<file path="config.mk">
export PLATFORM = sky130hd
export DESIGN_NAME = i2c_word_rx
export DESIGN_NICKNAME = d
export VERILOG_FILES = /design/src/rtl/i2c_word_pkg.sv /design/src/rtl/i2c_word_sync.sv /design/src/rtl/i2c_word_cond.sv /design/src/rtl/i2c_word_ctrl.sv /design/src/rtl/i2c_word_rx.sv
export SDC_FILE = /design/constraint.sdc
export NUM_CORES = 1
export LEC_CHECK = 0
export BUFFER_PORTS_ARGS = -buffer_cell sky130_fd_sc_hd__buf_2
export CORE_MARGIN = 2
export CORE_UTILIZATION = 57
export CTS_CLUSTER_DIAMETER = 60
export DETAILED_ROUTE_END_ITERATION = 10
export PLACE_DENSITY = 0.81
export SYNTH_ARGS = -nofsm -noshare
export SYNTH_HDL_FRONTEND = slang
export SYNTH_SLANG_ARGS = --single-unit
</file>
<file path="constraint.sdc">
create_clock -name clk_i -period 2.8 [get_ports clk_i]
set_clock_uncertainty 0.1 [all_clocks]
set_input_delay 0.28 -clock clk_i [delete_from_list [all_inputs] [get_ports clk_i]]
set_output_delay 0.28 -clock clk_i [all_outputs]
set_load 0.1 [all_outputs]
</file>
<file path="src/rtl/i2c_word_pkg.sv">
package i2c_word_pkg;
  typedef enum logic [1:0] {
    ST_IDLE = 2'd0,
    ST_ADDR = 2'd1,
    ST_DATA = 2'd2,
    ST_SKIP = 2'd3
  } rx_state_e;
endpackage

</file>
<file path="src/rtl/i2c_word_sync.sv">
module i2c_word_sync #(
  parameter int W      = 2,
  parameter int STAGES = 2
) (
  input  logic         clk_i,
  input  logic         rst_ni,
  input  logic [W-1:0] d_i,
  output logic [W-1:0] q_o
);
  logic [W-1:0] stg_q [STAGES];

  generate
    for (genvar s = 0; s < STAGES; s++) begin : g_stage
      always_ff @(posedge clk_i or negedge rst_ni) begin
        if (!rst_ni) stg_q[s] <= '1;  // idle bus is high
        else if (s == 0) stg_q[s] <= d_i;
        else stg_q[s] <= stg_q[(s == 0) ? 0 : s-1];
      end
    end
  endgenerate

  assign q_o = stg_q[STAGES-1];
endmodule

</file>
<file path="src/rtl/i2c_word_cond.sv">
module i2c_word_cond (
  input  logic clk_i,
  input  logic rst_ni,
  input  logic scl_s_i,
  input  logic sda_s_i,
  output logic scl_rise_o,
  output logic scl_fall_o,
  output logic start_o,
  output logic stop_o
);
  logic scl_q, sda_q;

  always_ff @(posedge clk_i or negedge rst_ni) begin
    if (!rst_ni) begin
      scl_q <= 1'b1;
      sda_q <= 1'b1;
    end else begin
      scl_q <= scl_s_i;
      sda_q <= sda_s_i;
    end
  end

  assign scl_rise_o = scl_s_i & ~scl_q;
  assign scl_fall_o = ~scl_s_i & scl_q;
  assign start_o    = scl_s_i & scl_q & sda_q & ~sda_s_i;
  assign stop_o     = scl_s_i & scl_q & ~sda_q & sda_s_i;
endmodule

</file>
<file path="src/rtl/i2c_word_ctrl.sv">
module i2c_word_ctrl
  import i2c_word_pkg::*;
#(
  parameter int         NUM_BYTES   = 3,
  parameter logic [6:0] GLOBAL_ADDR = 7'h73,
  localparam int        WORD_W      = NUM_BYTES * 8,
  localparam int        BCNT_W      = $clog2(NUM_BYTES + 1)
) (
  input  logic              clk_i,
  input  logic              rst_ni,
  input  logic              sda_s_i,
  input  logic              scl_rise_i,
  input  logic              scl_fall_i,
  input  logic              start_i,
  input  logic              stop_i,
  input  logic [6:0]        dev_addr_i,
  output logic              ack_o,
  output logic              valid_o,
  output logic [WORD_W-1:0] word_o
);
  localparam logic [BCNT_W-1:0] LAST_BYTE = BCNT_W'(NUM_BYTES - 1);
  localparam logic [BCNT_W-1:0] FULL_CNT  = BCNT_W'(NUM_BYTES);

  rx_state_e         state_q;
  logic [3:0]        bit_cnt_q;
  logic [BCNT_W-1:0] byte_cnt_q;
  logic [7:0]        shreg_q;
  logic [WORD_W-1:0] acc_q, word_q;
  logic              ack_q, valid_q;
  logic              addr_hit, active;

  assign addr_hit = ~shreg_q[0] &
                    ((shreg_q[7:1] == dev_addr_i) || (shreg_q[7:1] == GLOBAL_ADDR));
  assign active   = (state_q == ST_ADDR) || (state_q == ST_DATA);

  always_ff @(posedge clk_i or negedge rst_ni) begin
    if (!rst_ni) begin
      state_q    <= ST_IDLE;
      bit_cnt_q  <= '0;
      byte_cnt_q <= '0;
      shreg_q    <= '0;
      acc_q      <= '0;
      word_q     <= '0;
      ack_q      <= 1'b0;
      valid_q    <= 1'b0;
    end else begin
      valid_q <= 1'b0;
      if (start_i || stop_i) begin
        state_q    <= start_i ? ST_ADDR : ST_IDLE;
        bit_cnt_q  <= '0;
        byte_cnt_q <= '0;
        ack_q      <= 1'b0;
      end else if (active) begin
        if (scl_rise_i) begin
          if (bit_cnt_q < 4'd8) shreg_q <= {shreg_q[6:0], sda_s_i};
          if (bit_cnt_q != 4'd9) bit_cnt_q <= bit_cnt_q + 4'd1;
        end else if (scl_fall_i) begin
          if (bit_cnt_q == 4'd8) begin
            // byte complete: decide acknowledge slot
            if (state_q == ST_ADDR) begin
              if (addr_hit) ack_q <= 1'b1;
              else state_q <= ST_SKIP;
            end else if (byte_cnt_q < FULL_CNT) begin
              ack_q <= 1'b1;
              acc_q <= {acc_q[WORD_W-9:0], shreg_q};
            end
          end else if (bit_cnt_q == 4'd9) begin
            ack_q     <= 1'b0;
            bit_cnt_q <= '0;
            if (state_q == ST_ADDR) begin
              state_q <= ST_DATA;
            end else if (byte_cnt_q < FULL_CNT) begin
              byte_cnt_q <= byte_cnt_q + 1'b1;
              if (byte_cnt_q == LAST_BYTE) begin
                valid_q <= 1'b1;
                word_q  <= acc_q;
              end
            end
          end
        end
      end
    end
  end

  assign ack_o   = ack_q;
  assign valid_o = valid_q;
  assign word_o  = word_q;
endmodule

</file>
<file path="src/rtl/i2c_word_rx.sv">
module i2c_word_rx #(
  parameter int         NUM_BYTES   = 3,
  parameter logic [6:0] GLOBAL_ADDR = 7'h73,
  parameter int         SYNC_STAGES = 2,
  localparam int        WORD_W      = NUM_BYTES * 8
) (
  input  logic              clk_i,
  input  logic              rst_ni,
  input  logic              scl_i,
  input  logic              sda_i,
  input  logic [6:0]        dev_addr_i,
  output logic              sda_oe_o,
  output logic              word_valid_o,
  output logic [WORD_W-1:0] word_o
);
  logic scl_s, sda_s;
  logic scl_rise, scl_fall, start_det, stop_det;

  i2c_word_sync #(.W(2), .STAGES(SYNC_STAGES)) u_sync (
    .clk_i  (clk_i),
    .rst_ni (rst_ni),
    .d_i    ({scl_i, sda_i}),
    .q_o    ({scl_s, sda_s})
  );

  i2c_word_cond u_cond (
    .clk_i      (clk_i),
    .rst_ni     (rst_ni),
    .scl_s_i    (scl_s),
    .sda_s_i    (sda_s),
    .scl_rise_o (scl_rise),
    .scl_fall_o (scl_fall),
    .start_o    (start_det),
    .stop_o     (stop_det)
  );

  i2c_word_ctrl #(.NUM_BYTES(NUM_BYTES), .GLOBAL_ADDR(GLOBAL_ADDR)) u_ctrl (
    .clk_i      (clk_i),
    .rst_ni     (rst_ni),
    .sda_s_i    (sda_s),
    .scl_rise_i (scl_rise),
    .scl_fall_i (scl_fall),
    .start_i    (start_det),
    .stop_i     (stop_det),
    .dev_addr_i (dev_addr_i),
    .ack_o      (sda_oe_o),
    .valid_o    (word_valid_o),
    .word_o     (word_o)
  );
endmodule

</file>
==> impl_metrics.tcl <==
set metrics [dict create \
    finalHoldViolCount 0 \
    fmax_mhz 409.5 \
    synthFlopType "dfrtp_1" \
    placedCellCount 324 \
    worst_slew_pin_slew_ps 689.0 \
    post_cts_buffers 0 \
    ys_async_sr_fraction 1.000 \
    ctsResizeCount 0 \
    antenna_found_initial 0 \
    die_x_um 78.86 \
    routedWlPerCell_um 15.64 \
    finalWirelength_mm 5.366 \
    r2r_cells 6 \
    dieHeight_um 78.86 \
    grt_max_degree 44 \
    max-vdd-ir-drop_uv 318.4 \
    fin_util 0.6669 \
    crit_path_start_kind "flip-flop" \
    fin_hold_ws_ps 253.0 \
    path_cells "inv_1 > ha_1 > nor3_1 > nand3_1 > or4_4 > mux2_4" \
    die_area_um2 6219 \
    setup_viol 0 \
    first_iter_violations 84 \
    num_vias 1856 \
    worstReg2RegEnd "u_ctrl.word_o[11]$_DFFE_PN0P_" \
    crit_family "simple AND/OR/NAND/NOR gates" \
    diodes 0 \
    syn_avg_cell_area_um2 14.59 \
    final_common_cell "dfrtp_1" \
    final_cell_mix "dfrtp_1 (66), buf_2 (36), mux2_4 (20), mux2_1 (20), mux2_2 (16)" \
    crit_end "u_ctrl.word_o[11]$_DFFE_PN0P_" \
    clockBufferDepth 2 \
    leakagePower_nw 1.923 \
    htree_levels 3 \
    routed_via_density 5.411 \
    required_ps 2930 \
    area_growth_pct 14.26 \
    cp_slowest_cell "or4_4" \
    cts_inserted_buffers 9 \
    synth-warning-count 0 \
    cts_root_buf "clkbuf_8" \
    outcome "finished, final reports clean" \
    rsz0062_at_grt "no" \
    design_area_um2 3650 \
    synth.cell_area_um2 3194 \
    worst-path-buf-inv 1 \
    synth.net_count 241 \
    power_mw 2.206 \
    final_cells 343 \
    yosysSeqAreaShare 0.5664 \
    clk_latency_ps 350 \
    maxSlewHeadroom 0.5407 \
    r2r_slack_ps 360 \
    first_pass_iters 4 \
    final.min_clock_period_ps 2442 \
    crit_fanout 24 \
    path_clk_slew_ps 80 \
    syn-instance-count 219 \
    crit_arrival_ps 2570 \
    synth_edf_count 0 \
    dp_hpwl_mm 3.721 \
    core-area_um2 5473 \
    cts_tree "yes" \
    clock_sinks 72 \
    place.gp.congestion 0.8126 \
    fin_ws_ps 358.0 \
    ant_nets 0 \
    overflow 0 \
    drive_above_1_share 0.3727 \
    cp-end-kind "flip-flop" \
    grt.total_usage 0.1920 \
    hold_class "reg -> reg" \
    grt_pass1_wl_mm 8.901 \
    cp.depth 6 \
    reg2reg_from "u_ctrl.bit_cnt_q[0]$_DFFE_PN0P_" \
    grt_pass1_vias 1851 \
    crit_type "reg -> reg" \
    initial_utilization 0.5837 \
    critPathLaunch "u_ctrl.bit_cnt_q[0]$_DFFE_PN0P_" \
    rows 27 \
    drv_cap 0 \
    slowest_delay_ps 660 \
    port_buffers 36 \
    ios 37 \
    drc_errors 0 \
    dp_slack_ps 393.1 \
    slew_violations 0 \
    ys_ff_latch 72 \
    p_per_area_nw_per_um2 604.5 \
    nets 288 \
    dpl_cell_area_um2 3438 \
    min_period_over_period 0.8721 \
    finalSetupTns_ps 0 \
    ys_types 39 \
]
==> state kept, by name (all words and copies together) (netlist names) <==
signal / flops
u_ctrl.acc_q: 24
u_ctrl.word_o: 24
u_ctrl.shreg_q: 8
u_ctrl.bit_cnt_q: 4
u_ctrl.byte_cnt_q: 2
u_ctrl.state_q: 2
u_sync.q_o: 2
u_sync.stg_q: 2
u_cond.scl_q: 1
u_cond.sda_q: 1
u_ctrl.ack_o: 1
u_ctrl.valid_o: 1
==> worst min-delay path by stage <==
| stage | from | end | slack, ps | cells past startpoint |
|---|---|---|---|---|
| detailed placement | rst_ni | u_ctrl.word_o[19]$_DFFE_PN0P_ | 250 | 1 |
| CTS | u_sync.stg_q[3]$_DFF_PN1_ | u_sync.q_o[1]$_DFF_PN1_ | 250 | 0 |
| floorplan | rst_ni | u_ctrl.acc_q[0]$_DFFE_PN0P_ | -120 | 0 |
| global route | u_sync.stg_q[2]$_DFF_PN1_ | u_sync.q_o[0]$_DFF_PN1_ | 270 | 0 |
| finish | u_sync.stg_q[3]$_DFF_PN1_ | u_sync.q_o[1]$_DFF_PN1_ | 250 | 0 |
| global placement | rst_ni | u_ctrl.word_o[19]$_DFFE_PN0P_ | 250 | 1 |
==> per-layer routing <==
layer | track usage | part of all wire
met2 | 0.3094 | 0.50
met5 | 0 | 0
met1 | 0.2366 | 0.45
met4 | 0.1017 | 0.020
met3 | 0.05341 | 0.038
==> report_power, final <==
part	total (mW)	switching, mW	leakage (nW)	internal (mW)
Clock	0.744	0.398	0.0809	0.346
Combinational	0.255	0.130	0.874	0.126
Sequential	1.21	0.0945	0.969	1.11
Total	2.21	0.622	1.92	1.58
==> cells in the mapped netlist, drive strengths merged (2+ instances only) <==
master  number  area share
a21oi        3      0.0047
buf          5       0.021
dfrtp       66        0.52
dfstp        6       0.049
ha          11       0.043
inv          7      0.0082
mux2        56        0.22
nand2        9       0.011
nand3        4      0.0063
nor2         8      0.0094
nor3         3      0.0063
nor4         3       0.011
o211ai       2      0.0047
o21ai        9       0.014
o31a         2      0.0055
xnor2        5       0.014
xor2         4       0.011
==> layout make-up <==
type / count / area (µm²)
inverter: 7 / 26.28
multi-input combinational: 135 / 1292
clock buffer: 10 / 137.6
sequential: 72 / 1809
tap: 72 / 90.09
clock inverter: 6 / 43.79
fill: 411 / 1823
timing repair buffer: 41 / 250.2
==> cell families (layout without fill, tap and decap cells) <==
kind of cell | count (synthesis) | after routing | share of synthesized area
buffers and inverters | 12 | 64 | 0.02899
AOI/OAI and AO/OA | 20 | 20 | 0.03956
muxes | 57 | 57 | 0.2241
DFF | 72 | 72 | 0.5664
adders and majority gates | 11 | 11 | 0.04309
and+or+nand+nor | 38 | 38 | 0.07326
xor gates and xnor gates | 9 | 9 | 0.02468
==> what timing repair did <==
item	CTS	global route
setup endpoints to repair	0	0
hold endpoints to repair	31	0
hold buffers	3	0
Power figures use the tool's default switching activity.
